`src/rtl/lpc_tgt_pkg.sv`:
```
`timescale 1ns/1ps
package lpc_tgt_pkg;

    typedef enum logic [3:0] {
        ST_IDLE,
        ST_CTYPE,
        ST_ADDR0,
        ST_ADDR1,
        ST_ADDR2,
        ST_ADDR3,
        ST_WDAT_LO,
        ST_WDAT_HI,
        ST_TAR_REC,
        ST_TAR_Z,
        ST_SYNC,
        ST_RDAT_LO,
        ST_RDAT_HI,
        ST_DONE_REC
    } lpc_state_t;

    localparam logic [3:0] NIB_START   = 4'h0;
    localparam logic [3:0] NIB_IO_RD   = 4'h0;
    localparam logic [3:0] NIB_IO_WR   = 4'h2;
    localparam logic [3:0] NIB_SYNC_OK = 4'h0;
    localparam logic [3:0] NIB_REC     = 4'hF;

    localparam int ADDR_W = 16;
    localparam int BYTE_W = 8;

endpackage

```
`src/rtl/lpc_addr_match.sv`:
```
`timescale 1ns/1ps
module lpc_addr_match #(
    parameter int N_REGS = 4,
    parameter int IDX_W  = 2,
    parameter logic [N_REGS*16-1:0] REG_ADDRS = '0
) (
    input  logic [15:0]      addr,
    output logic             hit,
    output logic [IDX_W-1:0] idx
);

    logic [N_REGS-1:0] eq;

    for (genvar g = 0; g < N_REGS; g++) begin : g_cmp
        assign eq[g] = (addr == REG_ADDRS[g*16 +: 16]);
    end

    // lowest table index wins when entries repeat
    always_comb begin
        hit = 1'b0;
        idx = '0;
        for (int i = N_REGS - 1; i >= 0; i--) begin
            if (eq[i]) begin
                hit = 1'b1;
                idx = IDX_W'(i);
            end
        end
    end

endmodule

```
`src/rtl/lpc_cycle_fsm.sv`:
```
`timescale 1ns/1ps
module lpc_cycle_fsm
    import lpc_tgt_pkg::*;
(
    input  logic       clk,
    input  logic       rst_n,
    input  logic       frame_n,
    input  logic [3:0] lad_in,
    input  logic       addr_hit,
    output lpc_state_t state,
    output logic       is_write
);

    lpc_state_t nxt;

    always_ff @(posedge clk or negedge rst_n) begin
        if (!rst_n) begin
            state    <= ST_IDLE;
            is_write <= 1'b0;
        end else begin
            state <= nxt;
            if (state == ST_CTYPE && frame_n)
                is_write <= (lad_in == NIB_IO_WR);
        end
    end

    always_comb begin
        nxt = state;
        if (!frame_n) begin
            nxt = (lad_in == NIB_START) ? ST_CTYPE : ST_IDLE;
        end else begin
            unique case (state)
                ST_IDLE:     nxt = ST_IDLE;
                ST_CTYPE:    nxt = (lad_in == NIB_IO_RD || lad_in == NIB_IO_WR)
                                   ? ST_ADDR0 : ST_IDLE;
                ST_ADDR0:    nxt = ST_ADDR1;
                ST_ADDR1:    nxt = ST_ADDR2;
                ST_ADDR2:    nxt = ST_ADDR3;
                ST_ADDR3:    nxt = !addr_hit ? ST_IDLE
                                   : (is_write ? ST_WDAT_LO : ST_TAR_REC);
                ST_WDAT_LO:  nxt = ST_WDAT_HI;
                ST_WDAT_HI:  nxt = ST_TAR_REC;
                ST_TAR_REC:  nxt = ST_TAR_Z;
                ST_TAR_Z:    nxt = ST_SYNC;
                ST_SYNC:     nxt = is_write ? ST_DONE_REC : ST_RDAT_LO;
                ST_RDAT_LO:  nxt = ST_RDAT_HI;
                ST_RDAT_HI:  nxt = ST_DONE_REC;
                ST_DONE_REC: nxt = ST_IDLE;
                default:     nxt = ST_IDLE;
            endcase
        end
    end

endmodule

```
`src/rtl/lpc_data_path.sv`:
```
`timescale 1ns/1ps
module lpc_data_path
    import lpc_tgt_pkg::*;
#(
    parameter int IDX_W = 2
) (
    input  logic               clk,
    input  logic               rst_n,
    input  lpc_state_t         state,
    input  logic [3:0]         lad_in,
    input  logic [BYTE_W-1:0]  rd_data,
    input  logic [IDX_W-1:0]   match_idx,
    output logic [ADDR_W-1:0]  addr_full,
    output logic [BYTE_W-1:0]  wr_byte,
    output logic [BYTE_W-1:0]  rd_byte,
    output logic [IDX_W-1:0]   idx_q
);

    logic [ADDR_W-5:0] addr_q;

    // the last address nibble is taken straight from the bus
    assign addr_full = {addr_q, lad_in};

    always_ff @(posedge clk or negedge rst_n) begin
        if (!rst_n) begin
            addr_q  <= '0;
            wr_byte <= '0;
            rd_byte <= '0;
            idx_q   <= '0;
        end else begin
            if (state == ST_ADDR0 || state == ST_ADDR1 || state == ST_ADDR2)
                addr_q <= {addr_q[ADDR_W-9:0], lad_in};
            if (state == ST_ADDR3)
                idx_q <= match_idx;
            if (state == ST_WDAT_LO)
                wr_byte[3:0] <= lad_in;
            if (state == ST_WDAT_HI)
                wr_byte[7:4] <= lad_in;
            if (state == ST_SYNC)
                rd_byte <= rd_data;
        end
    end

endmodule

```
`src/rtl/lpc_io_target.sv`:
```
`timescale 1ns/1ps
module lpc_io_target
    import lpc_tgt_pkg::*;
#(
    parameter int N_REGS = 4,
    parameter logic [N_REGS*16-1:0] REG_ADDRS =
        {16'h0CA3, 16'h0CA2, 16'h0062, 16'h0060},
    localparam int IDX_W = (N_REGS > 1) ? $clog2(N_REGS) : 1
) (
    input  logic             clk,
    input  logic             rst_n,
    input  logic             frame_n,
    input  logic [3:0]       lad_in,
    output logic [3:0]       lad_out,
    output logic             lad_oe,
    output logic             busy,
    output logic [IDX_W-1:0] reg_idx,
    output logic             wr_stb,
    output logic [7:0]       wr_data,
    input  logic [7:0]       rd_data,
    output logic             rd_ack
);

    lpc_state_t         state;
    logic               is_write;
    logic               addr_hit;
    logic [IDX_W-1:0]   match_idx;
    logic [ADDR_W-1:0]  addr_full;
    logic [BYTE_W-1:0]  rd_byte;

    lpc_cycle_fsm u_fsm (
        .clk      (clk),
        .rst_n    (rst_n),
        .frame_n  (frame_n),
        .lad_in   (lad_in),
        .addr_hit (addr_hit),
        .state    (state),
        .is_write (is_write)
    );

    lpc_addr_match #(
        .N_REGS    (N_REGS),
        .IDX_W     (IDX_W),
        .REG_ADDRS (REG_ADDRS)
    ) u_match (
        .addr (addr_full),
        .hit  (addr_hit),
        .idx  (match_idx)
    );

    lpc_data_path #(
        .IDX_W (IDX_W)
    ) u_dp (
        .clk       (clk),
        .rst_n     (rst_n),
        .state     (state),
        .lad_in    (lad_in),
        .rd_data   (rd_data),
        .match_idx (match_idx),
        .addr_full (addr_full),
        .wr_byte   (wr_data),
        .rd_byte   (rd_byte),
        .idx_q     (reg_idx)
    );

    // outputs are decoded from the state
    always_comb begin
        lad_out = NIB_REC;
        lad_oe  = 1'b0;
        busy    = 1'b0;
        wr_stb  = 1'b0;
        rd_ack  = 1'b0;
        unique case (state)
            ST_IDLE, ST_CTYPE,
            ST_ADDR0, ST_ADDR1, ST_ADDR2, ST_ADDR3: ;
            ST_WDAT_LO, ST_WDAT_HI,
            ST_TAR_REC, ST_TAR_Z: busy = 1'b1;
            ST_SYNC: begin
                busy    = 1'b1;
                lad_oe  = 1'b1;
                lad_out = NIB_SYNC_OK;
            end
            ST_RDAT_LO: begin
                busy    = 1'b1;
                lad_oe  = 1'b1;
                lad_out = rd_byte[3:0];
            end
            ST_RDAT_HI: begin
                busy    = 1'b1;
                lad_oe  = 1'b1;
                lad_out = rd_byte[7:4];
            end
            ST_DONE_REC: begin
                busy    = 1'b1;
                lad_oe  = 1'b1;
                lad_out = NIB_REC;
                wr_stb  = is_write;
                rd_ack  = !is_write;
            end
            default: ;
        endcase
    end

endmodule

```
`config.mk`:
```
export PLATFORM = sky130hd
export DESIGN_NAME = lpc_io_target
export DESIGN_NICKNAME = d
export VERILOG_FILES = /design/src/rtl/lpc_tgt_pkg.sv /design/src/rtl/lpc_addr_match.sv /design/src/rtl/lpc_cycle_fsm.sv /design/src/rtl/lpc_data_path.sv /design/src/rtl/lpc_io_target.sv
export SDC_FILE = /design/constraint.sdc
export NUM_CORES = 1
export LEC_CHECK = 0
export BUFFER_PORTS_ARGS = -buffer_cell sky130_fd_sc_hd__buf_4
export CAP_MARGIN = 30
export CORE_ASPECT_RATIO = 0.5
export CORE_UTILIZATION = 58
export CTS_CLUSTER_DIAMETER = 150
export DETAILED_ROUTE_END_ITERATION = 10
export PLACE_DENSITY = 0.86
export RECOVER_POWER = 100
export SETUP_SLACK_MARGIN = 0.5
export SLEW_MARGIN = 30
export SYNTH_ARGS = -nofsm -noshare
export SYNTH_HDL_FRONTEND = slang
export SYNTH_SLANG_ARGS = --single-unit
```
`constraint.sdc`:
```
create_clock -name clk -period 4.4 [get_ports clk]
set_input_delay 0.88 -clock clk [delete_from_list [all_inputs] [get_ports clk]]
set_output_delay 0.88 -clock clk [all_outputs]
set_load 0.005 [all_outputs]
```
Yosys cells after proc, flatten, opt, wreduce, memory -nomap -nowiden:

Cells that the tools add are included.

* word-level logic and storage cells: 53
* output and inout port bits: 18
* input bits: 15
* flip-flop bits (word level): 35

* mux-type cells: 20
* equal/unequal tests: 18
* reductions and logical operators: 8

Operators with widths (number)
* $pmux 4 s12: 1
* $eq 16x12->1 const B: 2
* $eq 16x7->1 const B: 2
* $eq 4x4->1 const B: 6
* $eq 4x3->1 const B: 4
* $eq 4x2->1 const B: 3
* $mux 4: 3
* $pmux 4 s3: 1
* $mux 2: 5
* $mux 1: 9
* $reduce_or 8->1: 1
* $eq 4x1->1 const B: 1
* $logic_not 4->1: 1
* $reduce_or 4->1: 1
* $logic_or 1x1->1: 3
* $mux 3: 1
* $logic_and 1x1->1: 1
* $logic_not 1->1: 1

Depth between registers and ports, before layout:

* depth after elaboration: 8
* depth in mapped cells: 5
* mapped depth without buffers: 4

Cells and area by module:

From an unflattened synthesis, not the netlist that was laid out.

* cells, all modules: 210
* area, all modules: 2178.3 um^2

By module, submodules not included
* lpc_data_path: times used 1, cells each 131, sequential area each 750.7 um^2, area an instance 1586.5 um^2
* lpc_cycle_fsm: times used 1, cells each 43, sequential area each 125.1 um^2, area an instance 376.6 um^2
* lpc_io_target: times used 1, cells each 23, sequential area each 0.0 um^2, area an instance 118.9 um^2
* lpc_addr_match: times used 1, cells each 13, sequential area each 0.0 um^2, area an instance 96.3 um^2

Least setup slack after synthesis:

OpenSTA, ideal clock, no wires.

* kind: register to output
* start point: reg u_fsm.state[3]
* end point: out rd_ack
* data arrival time: 1039 ps
* cell stages (with the launch flop): 4
* setup slack: 2481 ps
* buffers on the path: 1
* path through: dfrtp_1 clkbuf_1 nand2_1 nor3_1

* word-level cells in the longest chain between the ends: 2

RTL lines
* start: declaration: RTL line lpc_cycle_fsm.sv:10 `output lpc_state_t state,`
* start signal: assignment: RTL line lpc_cycle_fsm.sv:21 `state <= nxt;`
* $eq 4x4->1: RTL line lpc_io_target.sv:73 `unique case (state)`
* $mux 1: RTL line lpc_io_target.sv:73
* end: declaration: RTL line lpc_io_target.sv:21 `output logic rd_ack`

Every way passes these cells.

Final worst setup path:

* start point: reg u_fsm.state[3]
* end point: reg u_dp.rd_byte[6]

* word-level cells in the longest chain between the ends: 1

RTL lines
* $eq 4x4->1: RTL line lpc_data_path.sv:39 `if (state == ST_SYNC)`
* end signal: assignment: RTL line lpc_data_path.sv:40 `rd_byte <= rd_data;`
* end: declaration: RTL line lpc_data_path.sv:15 `output logic [BYTE_W-1:0] rd_byte,`

Every way passes these cells.
A chain may end at the register's enable or synchronous reset.

==> results.yml <==
cts:
  cts.hold.buffers_added: 0
  cts_tree: "yes"
  clk_pin_slew_ns: 0.07
  post_cts_resized: 0
  max-clock-path-buffers: 2
  clock_latency_ns: 0.29
  cts_root_buf: "clkbuf_8"
  cts_sinks: 35
  htree_levels: 2
  cts_setup_buffers: 0
  cts_buffers: 5
global_routing:
  grt_max_degree: 36
  antenna_found_initial: 0
  grt_overflow: 0
  grt_pass1_vias: 1083
  grt.total_usage_pct: 23.6
  grt_pass1_wl_mm: 5.13
routing:
  detail-route-antenna-nets: 0
  vias: 1210
  wirelength_mm: 3.17
  drtPass1Iterations: 4
  avgViaCountPerCell: 5.65
  wl_per_cell_um: 14.8
  drt_iter0_markers: 81
  drc: 0
die:
  rows: 13
  io_pins: 33
  start_util_pct: 62.6
  die_area_um2: 3090
  chipHeight_um: 39.8
  core_um2: 2650
  fp.dieW_um: 77.7
hold_path:
  hold-path-cell-count: 2
  min_from: "u_dp.idx_q[1]"
  hold_class: "reg -> reg"
  hold_end: "u_dp.idx_q[1]"
synthesis:
  netlist_instances: 142
  yosys.area.top_type: "dfrtp_1"
  synth_top_area_share_pct: 52.8
  synth_ff_type: "dfrtp_1"
  syn-num-nets: 157
  netlist_area_um2: 1660
  synthArstFlopShare_pct: 100
  synth_area_leaders: "dfrtp_1 53%, mux2_2 20%, a21oi_1 3.0%, nor2_1 2.3%, nand2_1 1.6%"
  syn_area_per_cell_um2: 11.7
  yosys_warnings: 0
  synth-edff-count: 0
  ys_ff_latch: 35
  synth-seq-area-share_pct: 52.8
  yosysUniqueCellTypes: 34
worst_setup_path:
  r2r-end: "u_dp.rd_byte[6]"
  ff2ff_path_depth: 3
  end_kind: "flip-flop"
  r2r_start: "u_fsm.state[3]"
  critPathKind: "reg -> reg"
  rrSetupSlack_ns: 1.70
  crit_required_ns: 4.57
  startpoint_type: "flip-flop"
  critPathMaxFanout: 17
  worst_ep_arrival_time_ns: 2.87
power_and_ir_drop:
  pwr-share-seq_pct: 56.7
  power_w: 0.000585
  p_leak_nw: 0.935
  pwr-share-comb_pct: 5.3
  switching_share_pct: 22.5
  p_sw_w: 0.000132
  power.internal_w: 0.000454
  powerDensity_nw_per_um2: 295
  clkPwrFrac_pct: 38.0
  vdd_drop_max_uv: 238
sta:
  fin_crit_sh_pct: 61.4
  max_slew_margin_pct: -21.6
  rsz0062_at_grt: "no"
  setup_violations: 0
  max_slew.worst_pin.slew_ns: 1.82
  drv_slew: 45
  fin_crit_ns: 2.70
  skew_ns: 0.00536
  tns_ns: 0
  hold_violations: 0
  fmax_mhz: 370
final_layout:
  final_nets: 191
  layout-drive-gt1-share_pct: 36.7
  final_cell_area_um2: 1980
  area_growth_syn_to_layout_pct: 19.3
  fin_cells: 214
  antenna_cells: 0
placed_design:
  dp.cells: 206
  placed_cell_area_um2: 1920
  dp_hpwl_mm: 2.17
  gp_congestion: 0.820
  portBuffers: 32
flow_run:
  drv_cap: 2
run_status:
  status: "finished, violations left"
  violations: "capacitance limit, slew limit"
area by class of cell:
type                    instances  area (um^2)
clock buffers                   6         72.6
fillers                       197          671
repair buffers                 32          233
inverters                       4         15.0
flip-flops and latches         35          876
well taps                      37         46.3
clock inverters                 2         12.5
multi-input cells              98          726
worst max-delay path, stage by stage, from the launching register on:
cell     delay [ns]
dfrtp_1        0.63
inv_1          0.17
nor4b_1        1.35
mux2_2         0.44
sequential cells by signal, indices dropped and copies added (netlist names):
signal	flops
u_dp.addr_q	12
u_fsm.is_write	1
u_dp.idx_q	2
u_fsm.state	4
u_dp.rd_byte	8
u_dp.wr_byte	8
layer usage:
layer / GRT usage, % / vias up / routed length (um)
li1: - / 581 / -
met1: 30.2 / 601 / 1500
met2: 37.8 / 21 / 1500
met3: 6.28 / 7 / 108
met4: 12.7 / 0 / 63
met5: 0 / - / 0
worst max-delay path by stage:
| stage | depth (start not counted) | endpoint | from |
|---|---|---|---|
| CTS | 5 | lad_out[3] | u_fsm.state[0] |
| detailed placement | 5 | lad_out[3] | u_fsm.state[0] |
| global placement | 5 | lad_out[1] | u_fsm.state[0] |
| floorplan | 3 | rd_ack | u_fsm.state[3] |
| global route | 3 | u_dp.rd_byte[1] | u_fsm.state[3] |
| finish | 3 | u_dp.rd_byte[6] | u_fsm.state[3] |
logic make-up after synthesis:
| logic type | after synthesis | share of synthesized area [%] |
|---|---|---|
| AOI/OAI and AO/OA | 24 | 8.44 |
| xor gates and xnor gates | 1 | 0.528 |
| buffers and inverters | 9 | 2.41 |
| DFF | 35 | 52.8 |
| muxes | 30 | 20.3 |
| and+or+nand+nor | 43 | 15.5 |
cell usage after synthesis, drive strengths merged, types with 3 or more instances:
| master | instances |
|---|---|
| nand2 | 7 |
| a21oi | 11 |
| and3 | 3 |
| nand3 | 4 |
| mux2 | 30 |
| nor2 | 10 |
| inv | 4 |
| o21ai | 5 |
| dfrtp | 35 |
| buf | 3 |
| nor3 | 3 |
| nand2b | 4 |
| o31ai | 3 |
power by group through the flow:
| stage | registers [W] | logic (W) | clock network [W] |
|---|---|---|---|
| after global placement | 0.000338 | 0.0000315 | 0 |
| final | 0.000332 | 0.0000310 | 0.000222 |
| after CTS | 0.000332 | 0.0000326 | 0.000229 |
| after floorplan | 0.000337 | 0.00000987 | 0 |
| after detailed placement | 0.000338 | 0.0000322 | 0 |
| after global routing | 0.000332 | 0.0000344 | 0.000243 |
metrics by stage:
step                      setup slack [ns]  util, %  hold WS, ns
final                                 1.70     74.7        0.483
after global routing                  1.46     74.7        0.504
after CTS                             1.78     75.7        0.488
after detailed placement              2.18     72.5        0.471
after global placement                2.24     72.5        0.469
after floorplan                       2.48        -        0.473
placed cells by master (no fill, tap or decap), types with 2 or more instances in the layout:
cell type / count
and3_1: 3
or4_1: 2
nand2_1: 7
nand2b_1: 4
o21ai_0: 5
nor3_1: 3
clkbuf_4: 12
a21oi_1: 11
clkbuf_1: 3
clkbuf_8: 5
nand3_1: 4
mux2_1: 3
dfrtp_1: 35
nor2_1: 10
mux2_2: 27
inv_1: 4
a31oi_1: 2
o31ai_1: 3
buf_4: 18
Power figures use the tool's default switching activity.
